## src/rtl/brk_uart_rx.sv

```systemverilog
module brk_uart_rx #(
  parameter int CLK_HZ    = 50_000_000,
  parameter int FAST_BAUD = 9600,
  parameter int SLOW_BAUD = 1200,
  parameter int OVS       = 16,
  parameter int BYTE_W    = 8,
  parameter int PKT_BYTES = 3
) (
  input  logic                        clk,
  input  logic                        rst_n,
  input  logic                        rxd,
  input  logic                        baud_fast,
  input  logic                        err_clr,
  output logic [BYTE_W-1:0]           byte_o,
  output logic                        byte_vld,
  output logic [PKT_BYTES*BYTE_W-1:0] pkt_o,
  output logic                        pkt_vld,
  output logic                        brk_o,
  output logic                        err_sticky
);

  localparam int DIV_F = (CLK_HZ + FAST_BAUD*OVS/2) / (FAST_BAUD*OVS);
  localparam int DIV_S = (CLK_HZ + SLOW_BAUD*OVS/2) / (SLOW_BAUD*OVS);
  localparam int CW    = $clog2(DIV_S + 1);
  localparam int SW    = $clog2(OVS);
  localparam int MID   = OVS / 2;
  localparam int NBITS = BYTE_W + 3;
  localparam int BW    = $clog2(NBITS);
  localparam int PW    = PKT_BYTES * BYTE_W;
  localparam int KW    = $clog2(PKT_BYTES);

  typedef enum logic [1:0] {S_IDLE, S_RX, S_WAIT} st_t;

  st_t              st;
  logic [1:0]       sync;
  logic [CW-1:0]    tcnt;
  logic [SW-1:0]    sub;
  logic [BW-1:0]    bidx;
  logic [1:0]       smp;
  logic [NBITS-1:0] sh;
  logic [PW-1:0]    acc;
  logic [KW-1:0]    cnt;
  logic             armed;

  wire              rx     = sync[1];
  wire [CW-1:0]     tlim   = baud_fast ? CW'(DIV_F - 1) : CW'(DIV_S - 1);
  wire              tick   = tcnt >= tlim;
  wire              maj    = (smp[1] & smp[0]) | (smp[1] & rx) | (smp[0] & rx);
  wire              decide = tick && st == S_RX && sub == SW'(MID + 1);
  wire              last   = bidx == BW'(NBITS - 1);
  wire              fin    = decide && last;
  wire [NBITS-1:0]  fr     = {maj, sh[NBITS-1:1]};
  wire [BYTE_W-1:0] dat    = fr[BYTE_W:1];
  wire              is_brk = baud_fast && fr == '0;
  wire              bad    = !is_brk && (!(^fr[BYTE_W+1:1]) || !fr[NBITS-1]);
  wire              good   = !is_brk && !bad;

  always_ff @(posedge clk or negedge rst_n) begin
    if (!rst_n) begin
      sync <= 2'b11;
      tcnt <= '0;
      st   <= S_IDLE;
      sub  <= '0;
      bidx <= '0;
      smp  <= '0;
      sh   <= '0;
    end else begin
      sync <= {sync[0], rxd};
      tcnt <= tick ? '0 : tcnt + 1'b1;
      if (tick) begin
        case (st)
          S_IDLE: if (!rx) begin
            st   <= S_RX;
            sub  <= '0;
            bidx <= '0;
          end
          S_RX: begin
            sub <= (sub == SW'(OVS - 1)) ? '0 : sub + 1'b1;
            if (sub == SW'(OVS - 1)) bidx <= bidx + 1'b1;
            if (sub == SW'(MID - 1) || sub == SW'(MID)) smp <= {smp[0], rx};
            if (sub == SW'(MID + 1)) begin
              sh <= fr;
              if (bidx == '0 && maj) st <= S_IDLE;
              else if (last)         st <= fr[NBITS-1] ? S_IDLE : S_WAIT;
            end
          end
          S_WAIT: if (rx) st <= S_IDLE;
          default: st <= S_IDLE;
        endcase
      end
    end
  end

  always_ff @(posedge clk or negedge rst_n) begin
    if (!rst_n) begin
      byte_o     <= '0;
      byte_vld   <= 1'b0;
      pkt_o      <= '0;
      pkt_vld    <= 1'b0;
      brk_o      <= 1'b0;
      err_sticky <= 1'b0;
      acc        <= '0;
      cnt        <= '0;
      armed      <= 1'b0;
    end else begin
      byte_vld <= fin && good;
      brk_o    <= fin && is_brk;
      pkt_vld  <= 1'b0;
      if (fin && good) byte_o <= dat;
      if (fin && bad)  err_sticky <= 1'b1;
      else if (err_clr) err_sticky <= 1'b0;
      if (fin && is_brk) begin
        armed <= 1'b1;
        cnt   <= '0;
      end else if (fin && bad) begin
        armed <= 1'b0;
      end else if (fin && good && armed && baud_fast) begin
        acc <= {acc[PW-BYTE_W-1:0], dat};
        cnt <= cnt + 1'b1;
        if (cnt == KW'(PKT_BYTES - 1)) begin
          pkt_vld <= 1'b1;
          pkt_o   <= {acc[PW-BYTE_W-1:0], dat};
          armed   <= 1'b0;
        end
      end
    end
  end

endmodule

```

## config.mk

```make
export PLATFORM = sky130hd
export DESIGN_NAME = brk_uart_rx
export DESIGN_NICKNAME = d
export VERILOG_FILES = /design/src/rtl/brk_uart_rx.sv
export SDC_FILE = /design/constraint.sdc
export NUM_CORES = 1
export LEC_CHECK = 0
export ABC_AREA = 0
export BUFFER_PORTS_ARGS = -buffer_cell sky130_fd_sc_hd__buf_2
export CELL_PAD_IN_SITES_DETAIL_PLACEMENT = 0
export CELL_PAD_IN_SITES_GLOBAL_PLACEMENT = 1
export CORE_MARGIN = 2
export CORE_UTILIZATION = 45
export DETAILED_ROUTE_END_ITERATION = 8
export GPL_ROUTABILITY_DRIVEN = 0
export PLACE_DENSITY_LB_ADDON = 0.1
export SLEW_MARGIN = 10
export SYNTH_ARGS = -nofsm -noshare
export SYNTH_HDL_FRONTEND = slang
export SYNTH_SLANG_ARGS = --single-unit
```

## constraint.sdc

```tcl
create_clock -name clk -period 6.4 [get_ports clk]
set_input_delay 0 -clock clk [delete_from_list [all_inputs] [get_ports clk]]
set_output_delay 0 -clock clk [all_outputs]
set_load 0.03 [all_outputs]
```

# [Word level (Yosys, flattened, before mapping)]
# Cells that the tools add are included.
[classes] n_bitwise=7 n_lt_le_gt_ge=1 reduce_logical=36 muxes=27 eq_ne=14 addsub=4
[op_table] operator="$mux W12" count=2
[op_table] operator="$mux W2" count=9
[op_table] operator="$eq A4 B4 Y1 const B" count=4
[op_table] operator="$pmux W4 S2" count=2
[op_table] operator="$add A12 B1 Y12 const B" count=1
[op_table] operator="$ge A12 B12 Y1" count=1
[op_table] operator="$logic_and A1 B1 Y1" count=12
[op_table] operator="$mux W4" count=3
[op_table] operator="$reduce_and A3 Y1" count=4
[op_table] operator="$logic_not A11 Y1" count=1
[op_table] operator="$mux W1" count=10
[op_table] operator="$reduce_xor A9 Y1" count=1
[op_table] operator="$add A4 B1 Y4 const B" count=2
[op_table] operator="$reduce_and A4 Y1" count=2
[op_table] operator="$ne A2 B2 Y1 const B" count=3
[op_table] operator="$pmux W2 S3" count=1
[op_table] operator="$reduce_bool A2 Y1" count=3
[op_table] operator="$reduce_bool A3 Y1" count=2
[op_table] operator="$reduce_and A5 Y1" count=1
[op_table] operator="$eq A2 B2 Y1 const B" count=2
[op_table] operator="$eq A4 B3 Y1 const B" count=1
[op_table] operator="$logic_not A1 Y1" count=4
[op_table] operator="$logic_not A4 Y1" count=1
[op_table] operator="$ne A2 B1 Y1 const B" count=2
[op_table] operator="other kinds (9)" count=15
[totals] output_inout_bits=36 inputBits=5 word_cells=105 reg_bits=92

# [Longest topological paths before layout]
[depth] ltp_word=15 mapped_depth=10 mapped_depth_nobuf=8

# [Least setup slack after synthesis]
# OpenSTA, ideal clock, no wires.
[synth_path] path_kind="register to register" from="register tcnt[9]" to="register acc[10]" t_required_ps=6275 synth_period_minus_slack_ps=2468 stages_incl_launch_ff=10 arrival_ps=2343 n_path_buf=2 setup_ps=125 path_slack_ps=3932 path_cell_list="dfrtp_1 -> ha_1 -> a211o_1 -> a21o_1 -> a41oi_1 -> nor3_1 -> buf_2 -> nand3_4 -> buf_6 -> mux2_4"
[synth_via] elab_chain_len=8 elab_cells_between_ends=12 cone_classes="1 x order compare; 2 x bitwise; 9 x reduce/logical"
[synth_rtl] item="start: declaration" line="36" source="logic [CW-1:0] tcnt;"
[synth_rtl] item="start signal: assignment" line="69" source="tcnt <= tick ? '0 : tcnt + 1'b1;"
[synth_rtl] item="$ge A12 B12 Y1 (*)" line="47" source="wire tick = tcnt >= tlim;"
[synth_rtl] item="$logic_and A1 B1 Y1 (*) (2 in series)" line="49" source="wire decide = tick && st == S_RX && sub == SW'(MID + 1);"
[synth_rtl] item="$logic_and A1 B1 Y1 (*)" line="51" source="wire fin = decide && last;"
[synth_rtl] item="$logic_and A1 B1 Y1 (3 in series)" line="117" source="end else if (fin && good && armed && baud_fast) begin"
[synth_rtl] item="$reduce_and A3 Y1 (no source line) (*)"
[synth_rtl] item="end signal: assignment" line="118" source="acc <= {acc[PW-BYTE_W-1:0], dat};"
[synth_rtl] item="end: declaration" line="41" source="logic [PW-1:0] acc;"
# Mark *: on every way between the ends. The rest lies on a longest branch, timed or not.
# A chain may end at the register's enable or synchronous reset.

# [Final worst setup path]
[layout_path] from="register sub[1]" to="register pkt_o[18]"
[layout_via] elab_chain_len=7 elab_cells_between_ends=11 cone_classes="1 x eq/ne; 2 x bitwise; 8 x reduce/logical"
[layout_rtl] item="start: declaration" line="37" source="logic [SW-1:0] sub;"
[layout_rtl] item="start signal: assignment" line="78" source="sub <= (sub == SW'(OVS - 1)) ? '0 : sub + 1'b1;"
[layout_rtl] item="$eq A4 B4 Y1 (*)" line="49"
[layout_rtl] item="$logic_and A1 B1 Y1 (*)" line="49"
[layout_rtl] item="$logic_and A1 B1 Y1 (*)" line="51"
[layout_rtl] item="$logic_and A1 B1 Y1 (3 in series)" line="117"
[layout_rtl] item="$reduce_and A4 Y1 (no source line) (*)"
[layout_rtl] item="end signal: assignment" line="122" source="pkt_o <= {acc[PW-BYTE_W-1:0], dat};"
[layout_rtl] item="end: declaration" line="16" source="output logic [PKT_BYTES*BYTE_W-1:0] pkt_o,"
# Marks and branches as above.

==> key figures <==
Timing
  – Final setup fails: 0
  – Max-slew headroom: 45.9%
  – RSZ-0062 raised after global routing: no
  – Min Tclk post-route: about 2.8 ns
  – Final Hold Viols: 0
  – Fin crit share: 44.2%
  – Worst slew pin tran: approximately 0.81 ns
  – Setup Skew: 0.0136 ns
  – TNS Setup: 0 ns
  – Max Clk Rate: ~350 MHz
  – Final Slew Violations: 0

Critical path
  – Crit path largest cell delay: slightly above 0.6 ns
  – Crit-path cells: inv_1, ha_1, nand3_1, or2_2, nor2_1, nand4_4, mux2_4
  – Worst Path Buf+Inv: 1
  – Top Family by Delay on Critical Path: simple AND/OR/NAND/NOR gates
  – Startpoint class of the critical path: flip-flop
  – Setup crit end kind: flip-flop
  – CP required: 6.65 ns
  – CP max-delay cell: nand4_4
  – Critical Path Fanout Max: 24
  – Arr. time, crit path: 3.07 ns
  – Crit path kind: reg -> reg

Global routing
  – First-pass GRT wire length: 12.8 mm
  – GRT Overall Usage: 16.4%
  – GRT overflow: 0
  – Antenna violations before repair: 0
  – Vias in the first global route: about 2400
  – Largest net degree at the start of global routing: 61

Clock network
  – Post-CTS Resized: 0
  – CTS tree: yes
  – Clock transition at path regs: 0.09 ns
  – CTS HTree Levels: 3
  – Clock Sink Count: 91
  – CTS Root Cell: clkbuf_8
  – Clock Path Buffers: 2
  – # Post-CTS Setup Buffers: 0
  – Total CTS buffers: 9
  – Skew-Pair Late Insertion Delay: 0.37 ns

Route
  – WL final: 7.64 mm
  – Routed Antenna Nets: 0
  – Wire per inst: 16.0 um
  – Post-DR vias/cell: 5.23
  – Drt drc: 0
  – First-iteration detailed-routing DRC count: 77
  – Drt first pass iters: 4
  – Via count: about 2500

Placement
  – Cells after DPL: 459
  – DP Area: about 4500 um2
  – Detailed Place HPWL: around 5.2 mm
  – Port Buffers: 40

Floorplanning
  – Die area: 10100 um2
  – I/O pin cnt: 41
  – Chip Width: 101 um
  – # rows: 35
  – Core footprint: approximately 9200 um2
  – Initial Utilization: 45.9%
  – Die Height: between 100 and 150 um

Layout
  – Most frequent cells in the layout: dfrtp_1, buf_2, mux2_2
  – # nets final: 383
  – Synthesis-to-finish area growth: 13.2%
  – Non-Filler Instances: 478
  – # diodes: 0
  – Area of the multi-input gates: approximately 1800 um2
  – Finished Cell Area: about 4800 um2
  – Fillcell total: 777
  – Most common cell after layout, fill and taps aside: dfrtp_1
  – Seq. cell area: 2280 um2
  – Layout cells sized above 1: 34.9%

Outcome
  – Status: completed

Synthesis
  – Synth unique cells: 45
  – Most used DFF post-synth: dfrtp_1
  – Mean Syn Cell Area: 13.5 um2
  – Post-synth EDFFs: 0
  – Cell Area, Synth: 4200 um2
  – Yosys reg bits: ~90
  – Yosys warning total: 0
  – Async S/R FF share, synth: 100%
  – Mapped Cells: 312
  – Register area share after synthesis: 54.3%
  – Net count after synthesis: 333

Min path
  – Hold Path Class: in -> async

Power
  – Maximum vdd ir drop: 0.118 mV
  – Power density cells: about 290 nW/um2
  – Leakage power: 0.00256 uW

Flow run
  – Max Cap Violations: 0
-- power breakdown --
group	internal, uW	total (uW)	switching, uW
sequential	628	692	63.7
clock	192	420	228
combinational	119	275	157
-- cell usage after synthesis (3+ instances only) --
cell / n / area, um2
a21oi_1: 4 / 20.0
inv_1: 14 / 52.6
mux2_2: 33 / 372
xnor2_1: 10 / 87.6
nand2_1: 11 / 41.3
a22o_1: 3 / 26.3
ha_1: 16 / 200
buf_6: 3 / 33.8
and3_1: 10 / 62.6
nor2_1: 22 / 82.6
xor2_1: 6 / 52.6
nand3_1: 6 / 30.0
nor4_1: 4 / 25.0
mux2i_1: 3 / 30.0
a211o_1: 3 / 26.3
dfrtp_1: 89 / 2230
nand3b_1: 3 / 22.5
nor3_1: 8 / 40.0
mux2_4: 28 / 420
-- final timing paths --
check / slack [ns] / endpoint / depth (start not counted) / from
hold reg to reg: 0.36 / sync[1]$_DFF_PN1_ / 0 / sync[0]$_DFF_PN1_
setup reg to reg: 3.57 / pkt_o[18]$_DFFE_PN0P_ / 7 / sub[1]$_DFFE_PN0P_
max in group asynchronous: 5.18 / cnt[1]$_DFFE_PN0P_ / 3 / rst_n
hold / removal: 0.12 / tcnt[3]$_DFF_PN0_ / 2 / rst_n
setup / recovery: 3.57 / pkt_o[18]$_DFFE_PN0P_ / 7 / sub[1]$_DFFE_PN0P_
min in group clk: 0.16 / armed$_DFFE_PN0P_ / 4 / baud_fast
-- final cells by class --
type | count | share of cell area, %
sequential | 91 | 47.9
multi-input combinational | 201 | 38.3
inverter | 14 | 1.10
tap | 111 | 2.92
clock inverter | 7 | 1.89
timing repair buffer | 45 | 5.21
clock buffer | 9 | 2.60
-- cells by family (layout without fill, tap and decap cells) --
| kind of cell | after synthesis | in the layout | share of synthesized area [%] |
|---|---|---|---|
| muxes | 64 | 64 | 19.6 |
| xor gates and xnor gates | 17 | 17 | 3.87 |
| DFF | 91 | 91 | 54.3 |
| and+or+nand+nor | 76 | 76 | 10.1 |
| buffers and inverters | 20 | 75 | 2.35 |
| adders and majority gates | 17 | 17 | 5.00 |
| AOI/OAI and AO/OA | 27 | 27 | 4.85 |
-- stage by stage --
| stage | util [%] | hold slack, ns | worst slack (ns) | power (uW) |
|---|---|---|---|---|
| 2_1_floorplan | - | -0.296 | 3.93 | 901 |
| 5_1_grt | 52.0 | 0.157 | 3.32 | 1490 |
| 3_3_place_gp | 49.3 | -0.0215 | 3.59 | 975 |
| 4_1_cts | 52.0 | 0.129 | 3.54 | 1400 |
| 6_report | 52.0 | 0.119 | 3.57 | 1390 |
| 3_5_place_dp | 49.3 | -0.0214 | 3.55 | 977 |
-- routing by layer --
metal / vias to the layer above / track usage, % / wire length (um)
met5: - / 0 / 0
met4: 0 / 6.64 / 121
met3: 11 / 2.98 / 227
met2: 36 / 23.2 / 3270
met1: 1238 / 24.9 / 4020
li1: 1213 / - / -
-- what timing repair did --
action	4_1_cts	5_1_grt
hold buffers	3	0
setup endpoints to repair	0	0
endpoints found under the hold margin	33	0
-- state kept, by name, indices dropped and copies added (netlist names), 4 cells and up --
signal and count:
pkt_o 24, acc 16, tcnt 12, sh 10, byte_o 8, bidx 4, sub 4
(Power assumes the default switching activity.)
